## src/rtl/fmp_pkg.sv

```systemverilog
package fmp_pkg;
    localparam int FMP_ADDR_W     = 16;
    localparam int FMP_DATA_W     = 8;
    localparam int FMP_RST_CYCLES = 4;

    typedef enum logic [1:0] {
        PH_IDLE = 2'd0,
        PH_ADDR = 2'd1,
        PH_DATA = 2'd2
    } phase_t;
endpackage

```

## src/rtl/fmp_fetch_seq.sv

```systemverilog
module fmp_fetch_seq
    import fmp_pkg::*;
#(
    parameter int ADDR_W = FMP_ADDR_W,
    parameter int DATA_W = FMP_DATA_W,
    localparam int HI_W  = ADDR_W - DATA_W
) (
    input  logic              clk,
    input  logic              rst,
    input  logic              en,
    input  logic              fetch_valid,
    input  logic [ADDR_W-1:0] fetch_addr,
    input  logic [DATA_W-1:0] fetch_code,
    output logic              fetch_ready,
    output logic [HI_W-1:0]   hi_q,
    output logic [DATA_W-1:0] bus_q,
    output logic              stb_q
);
    phase_t            ph;
    logic [DATA_W-1:0] lo_q;
    logic [DATA_W-1:0] code_q;
    logic              accept;

    assign fetch_ready = en && (ph != PH_ADDR);
    assign accept      = fetch_valid && fetch_ready;

    always_ff @(posedge clk) begin
        if (rst) begin
            ph     <= PH_IDLE;
            hi_q   <= '0;
            lo_q   <= '0;
            code_q <= '0;
            bus_q  <= '0;
            stb_q  <= 1'b0;
        end else if (!en) begin
            ph    <= PH_IDLE;
            bus_q <= lo_q;
            stb_q <= 1'b0;
        end else if (accept) begin
            ph     <= PH_ADDR;
            hi_q   <= fetch_addr[ADDR_W-1:DATA_W];
            lo_q   <= fetch_addr[DATA_W-1:0];
            bus_q  <= fetch_addr[DATA_W-1:0];
            code_q <= fetch_code;
            stb_q  <= 1'b0;
        end else if (ph == PH_ADDR) begin
            ph    <= PH_DATA;
            bus_q <= code_q;
            stb_q <= 1'b1;
        end else begin
            ph    <= PH_IDLE;
            bus_q <= lo_q;
            stb_q <= 1'b0;
        end
    end
endmodule

```

## src/rtl/fmp_exit_reset.sv

```systemverilog
module fmp_exit_reset #(
    parameter int RST_CYCLES = 4,
    localparam int CW        = $clog2(RST_CYCLES + 1)
) (
    input  logic clk,
    input  logic rst,
    input  logic en,
    input  logic pgm_req,
    input  logic ext_access,
    output logic core_rst
);
    logic          en_q;
    logic [CW-1:0] cnt;

    always_ff @(posedge clk) begin
        if (rst) begin
            en_q <= 1'b0;
            cnt  <= '0;
        end else begin
            en_q <= en;
            if (en_q && !en && pgm_req && !ext_access)
                cnt <= CW'(RST_CYCLES);
            else if (cnt != '0)
                cnt <= cnt - 1'b1;
        end
    end

    assign core_rst = (cnt != '0);
endmodule

```

## src/rtl/fmp_pin_mux.sv

```systemverilog
module fmp_pin_mux #(
    parameter int HI_W    = 8,
    parameter int DATA_W  = 8,
    localparam int BUS_SO = DATA_W / 2,
    localparam int BUS_SI = DATA_W - BUS_SO,
    localparam int KSO_N  = HI_W + BUS_SO,
    localparam int KSI_N  = BUS_SI + 2
) (
    input  logic              clk,
    input  logic              en,
    input  logic [HI_W-1:0]   hi_q,
    input  logic [DATA_W-1:0] bus_q,
    input  logic              stb_q,
    input  logic [KSO_N-1:0]  kso_kbd,
    input  logic [KSI_N-1:0]  ksi_pin_i,
    output logic [KSO_N-1:0]  kso_pin,
    output logic [KSI_N-1:0]  ksi_pin_o,
    output logic [KSI_N-1:0]  ksi_pin_oe,
    output logic [KSI_N-1:0]  ksi_to_kbd
);
    logic [KSO_N-1:0] mon_kso;
    logic [KSI_N-1:0] mon_ksi;

    for (genvar i = 0; i < HI_W; i++) begin : g_hi
        assign mon_kso[i] = hi_q[HI_W-1-i];
    end
    for (genvar j = 0; j < BUS_SO; j++) begin : g_bus_so
        assign mon_kso[HI_W+j] = bus_q[DATA_W-1-j];
    end
    for (genvar j = 0; j < BUS_SI; j++) begin : g_bus_si
        assign mon_ksi[j] = bus_q[BUS_SI-1-j];
    end
    assign mon_ksi[BUS_SI]   = clk;
    assign mon_ksi[BUS_SI+1] = stb_q;

    always_comb begin
        if (en) begin
            kso_pin    = mon_kso;
            ksi_pin_o  = mon_ksi;
            ksi_pin_oe = '1;
            ksi_to_kbd = '1;
        end else begin
            kso_pin    = kso_kbd;
            ksi_pin_o  = '0;
            ksi_pin_oe = '0;
            ksi_to_kbd = ksi_pin_i;
        end
    end
endmodule

```

## src/rtl/fetch_mon_port.sv

```systemverilog
module fetch_mon_port
    import fmp_pkg::*;
#(
    parameter int ADDR_W     = FMP_ADDR_W,
    parameter int DATA_W     = FMP_DATA_W,
    parameter int RST_CYCLES = FMP_RST_CYCLES,
    localparam int HI_W      = ADDR_W - DATA_W,
    localparam int KSO_N     = HI_W + DATA_W / 2,
    localparam int KSI_N     = DATA_W - DATA_W / 2 + 2
) (
    input  logic              clk,
    input  logic              rst,
    input  logic              mon_en,
    input  logic              pgm_req,
    input  logic              ext_access,
    input  logic              fetch_valid,
    input  logic [ADDR_W-1:0] fetch_addr,
    input  logic [DATA_W-1:0] fetch_code,
    output logic              fetch_ready,
    input  logic [KSO_N-1:0]  kso_kbd,
    input  logic [KSI_N-1:0]  ksi_pin_i,
    output logic [KSO_N-1:0]  kso_pin,
    output logic [KSI_N-1:0]  ksi_pin_o,
    output logic [KSI_N-1:0]  ksi_pin_oe,
    output logic [KSI_N-1:0]  ksi_to_kbd,
    output logic              core_rst
);
    logic [HI_W-1:0]   hi_q;
    logic [DATA_W-1:0] bus_q;
    logic              stb_q;

    fmp_fetch_seq #(.ADDR_W(ADDR_W), .DATA_W(DATA_W)) u_seq (
        .clk         (clk),
        .rst         (rst),
        .en          (mon_en),
        .fetch_valid (fetch_valid),
        .fetch_addr  (fetch_addr),
        .fetch_code  (fetch_code),
        .fetch_ready (fetch_ready),
        .hi_q        (hi_q),
        .bus_q       (bus_q),
        .stb_q       (stb_q)
    );

    fmp_exit_reset #(.RST_CYCLES(RST_CYCLES)) u_xrst (
        .clk        (clk),
        .rst        (rst),
        .en         (mon_en),
        .pgm_req    (pgm_req),
        .ext_access (ext_access),
        .core_rst   (core_rst)
    );

    fmp_pin_mux #(.HI_W(HI_W), .DATA_W(DATA_W)) u_mux (
        .clk        (clk),
        .en         (mon_en),
        .hi_q       (hi_q),
        .bus_q      (bus_q),
        .stb_q      (stb_q),
        .kso_kbd    (kso_kbd),
        .ksi_pin_i  (ksi_pin_i),
        .kso_pin    (kso_pin),
        .ksi_pin_o  (ksi_pin_o),
        .ksi_pin_oe (ksi_pin_oe),
        .ksi_to_kbd (ksi_to_kbd)
    );
endmodule

```

## config.mk

```make
export PLATFORM = sky130hd
export DESIGN_NAME = fetch_mon_port
export DESIGN_NICKNAME = d
export VERILOG_FILES = /design/src/rtl/fmp_pkg.sv /design/src/rtl/fmp_fetch_seq.sv /design/src/rtl/fmp_exit_reset.sv /design/src/rtl/fmp_pin_mux.sv /design/src/rtl/fetch_mon_port.sv
export SDC_FILE = /design/constraint.sdc
export NUM_CORES = 1
export LEC_CHECK = 0
export ABC_AREA = 1
export ABC_CLOCK_PERIOD_IN_PS = 1200
export BUFFER_PORTS_ARGS = -buffer_cell sky130_fd_sc_hd__buf_4
export CAP_MARGIN = 20
export CORE_MARGIN = 10
export CORE_UTILIZATION = 30
export DETAILED_ROUTE_END_ITERATION = 16
export GPL_ROUTABILITY_DRIVEN = 0
export PLACE_DENSITY = 0.57
export SYNTH_ARGS = -nofsm -noshare
export SYNTH_HDL_FRONTEND = slang
export SYNTH_HIERARCHICAL = 1
export SYNTH_SLANG_ARGS = --single-unit
```

## constraint.sdc

```tcl
create_clock -name clk -period 1.2 [get_ports clk]
set_clock_uncertainty 0.1 [all_clocks]
set_input_delay 0.24 -clock clk [delete_from_list [all_inputs] [get_ports clk]]
set_output_delay 0.24 -clock clk [all_outputs]
set_load 0.1 [all_outputs]
```

==> flow_summary.json <==
{
  "status": "complete, but fails checks",
  "violations": "setup timing",
  "hpwlAfterDp_microns": 4690,
  "die_w_microns": 105,
  "drt_pass1_iterations": 4,
  "syn2layout_area_growth_pct": 98.6,
  "finalHoldViolCount": 0,
  "drcViolationCount": 0,
  "finalSetupViolCount": 57,
  "yosys_register_bits": 38,
  "grt_max_degree": 20,
  "synth_nets": 329,
  "p_leak_nw": 1.89,
  "start_kind": "flip-flop",
  "synth_warnings": 6,
  "nets": 454,
  "grt_pass1_wl_microns": 11700,
  "critical_path_arrival_ns": 1.32,
  "drive_gt1_frac": 0.767,
  "dp.cells": 457,
  "worstSetupPathType": "flip-flop to output pin",
  "track_usage": 0.128,
  "path_common_cell": "ha_4",
  "maxCapViolCount": 0,
  "worstPathCellList": "inv_2 > ha_4 > ha_4 > inv_12 > buf_12",
  "start_util": 0.305,
  "period_needed_ns": 1.66,
  "fp.dieH_microns": 105,
  "antenna_found_initial": 0,
  "synth.cell_area_sq_um": 2190,
  "crit_path_max_fanout": 2,
  "finalCritPeriodShare": 1.39,
  "stdcell_count": 503,
  "boundaryPins": 80,
  "relSlewSlack": 0.816,
  "cts_tree": "built",
  "overflow": 0,
  "rsz0062_at_grt": "true",
  "critical-path-slowest-cell": "dfxtp_2",
  "hold_path_class": "input pin to flip-flop",
  "insertion_delay_ns": 0.39,
  "synthCells": 278,
  "worstSetupEndpointType": "output pin",
  "core_sq_um": 7180,
  "grt_pass1_vias": 2445,
  "path_clk_slew_ns": 0.07,
  "tightest_slew_ns": 0.273,
  "synth_area_per_cell_sq_um": 7.88,
  "irDropWorstVdd_mv": 0.621,
  "fp-row-count": 31,
  "whs_ns": 0.0149,
  "port_buffers": 79,
  "drt-vias-per-instance": 4.56,
  "powerDensity_nw_per_um2": 1180,
  "drt-initial-drc-count": 101,
  "ys_types": 25,
  "synth_seq_area_share": 0.347,
  "crit_path_max_incr_delay_ns": 0.33,
  "critPathRequiredTime_ns": 0.86,
  "num_vias": 2293,
  "drt_wl_total_microns": 7360,
  "worst_slack_ns": -0.464,
  "die_area_sq_um": 11100,
  "antenna_cells": 0,
  "post_drt_wl_per_cell_microns": 14.6,
  "fmax_mhz": 601,
  "postRouteAntennaNets": 0,
  "maxSlewViolCount": 0
}
path summary, 6_finish.rpt:
check,start,cells past startpoint,slack (ns),end
hold / removal,fetch_addr[15],3,0.01,u_seq/hi_q[7]$_SDFFE_PP0P_
setup / recovery,u_xrst/cnt[0]$_SDFFE_PP0P_,5,-0.46,core_rst
setup reg to reg,u_seq/ph[0]$_SDFF_PP0_,8,-0.18,u_seq/bus_q[5]$_SDFF_PP0_
hold reg to reg,u_seq/hi_q[5]$_SDFFE_PP0P_,2,0.37,u_seq/hi_q[5]$_SDFFE_PP0P_
per-layer routing:
| metal | global-route usage | wire, microns | vias to the layer above |
|---|---|---|---|
| met5 | 0 | 0 | - |
| li1 | - | - | 1139 |
| met3 | 0.0499 | 432 | 10 |
| met4 | 0.0353 | 55 | 0 |
| met2 | 0.228 | 3910 | 78 |
| met1 | 0.136 | 2960 | 1066 |
area by class of cell:
cell class,instances,area [sq um]
Tap cell,99,124
Clock inverter,2,11.3
Fill cell,602,2830
Inverter,25,109
Timing Repair Buffer,138,1590
Sequential cell,38,792
Multi-Input combinational cell,191,1590
Clock buffer,10,134
logic make-up (layout without fill, tap and decap cells):
kind of cell | count (synthesis) | after routing | synth area share
AOI/OAI and AO/OA | 44 | 44 | 0.138
DFF | 38 | 38 | 0.347
and+or+nand+nor | 143 | 143 | 0.348
adders and majority gates | 3 | 3 | 0.0171
buffers and inverters | 49 | 175 | 0.146
xor gates and xnor gates | 1 | 1 | 0.00400
synthesized netlist by cell type:
cell	number	area [sq um]
ha_1	3	37.5
nor2_1	7	26.3
inv_2	10	37.5
or2_1	6	37.5
nor2_8	1	20.0
nand2_4	1	11.3
buf_12	2	40.0
buf_2	2	10.0
clkbuf_1	2	7.51
xor2_1	1	8.76
inv_1	15	56.3
nand2_1	80	300
buf_6	9	101
inv_4	1	6.26
a31oi_1	5	31.3
nand3_2	19	190
buf_4	8	60.1
nor2_4	1	11.3
nand3_1	17	85.1
o21ai_0	5	25.0
nand3_4	1	17.5
nand2_2	10	62.6
a21oi_1	14	70.1
a21oi_2	20	175
dfxtp_1	38	761
worst max-delay path, delay by kind of cell, from the launching register on:
family | cells | cell delay (ns)
DFF | 1 | 0.33
adders and majority gates | 2 | 0.34
buffers and inverters | 3 | 0.26
repair_timing:
| item | CTS | global route |
|---|---|---|
| hold buffers | 10 | 2 |
| endpoints found under the setup margin | 59 | 57 |
| gates resized for setup | 171 | 58 |
| cloned | 5 | 0 |
| buffers inserted | 14 | 9 |
| pin swaps | 54 | 26 |
| hold endpoints to repair | 10 | 2 |
state kept, by name, indices dropped and copies added (netlist names):
signal and flops:
u_xrst/en_q 1, u_seq/ph 1, u_seq/code_q 8, u_seq/hi_q 8, u_xrst/cnt 3, u_seq/lo_q 8, u_seq/bus_q 8, u_seq/stb_q 1
report_power, final:
group / switching [mW] / leakage [nW] / internal, mW
clock: 0.645 / 0.0844 / 0.697
combinational: 1.36 / 1.48 / 1.01
sequential: 0.0675 / 0.320 / 1.36
layout by cell type (no fill, tap or decap), types with 12 or more instances in the layout:
master,n
dfxtp_2,16
nand2_2,32
nand3_2,26
dfxtp_1,19
inv_1,13
nand2_1,29
nand2_4,30
a21oi_2,34
buf_12,29
buf_4,78
dlygate4sd3_1,12
metrics by stage:
step                TNS [ns]  power, mW  setup WS (ns)  area [sq um]   util
finish                 -8.47       5.13         -0.464          4350  0.606
global route          -10.98       5.37         -0.515          4350  0.606
CTS                    -6.41       4.99         -0.470          4050  0.564
detailed placement     -5.73       3.28         -0.205          2990  0.416
global placement       -4.93       3.25         -0.188          2990  0.416
floorplan             -0.629       2.83         -0.179          2250      -
No activity file was read; power rests on OpenSTA's default activity.
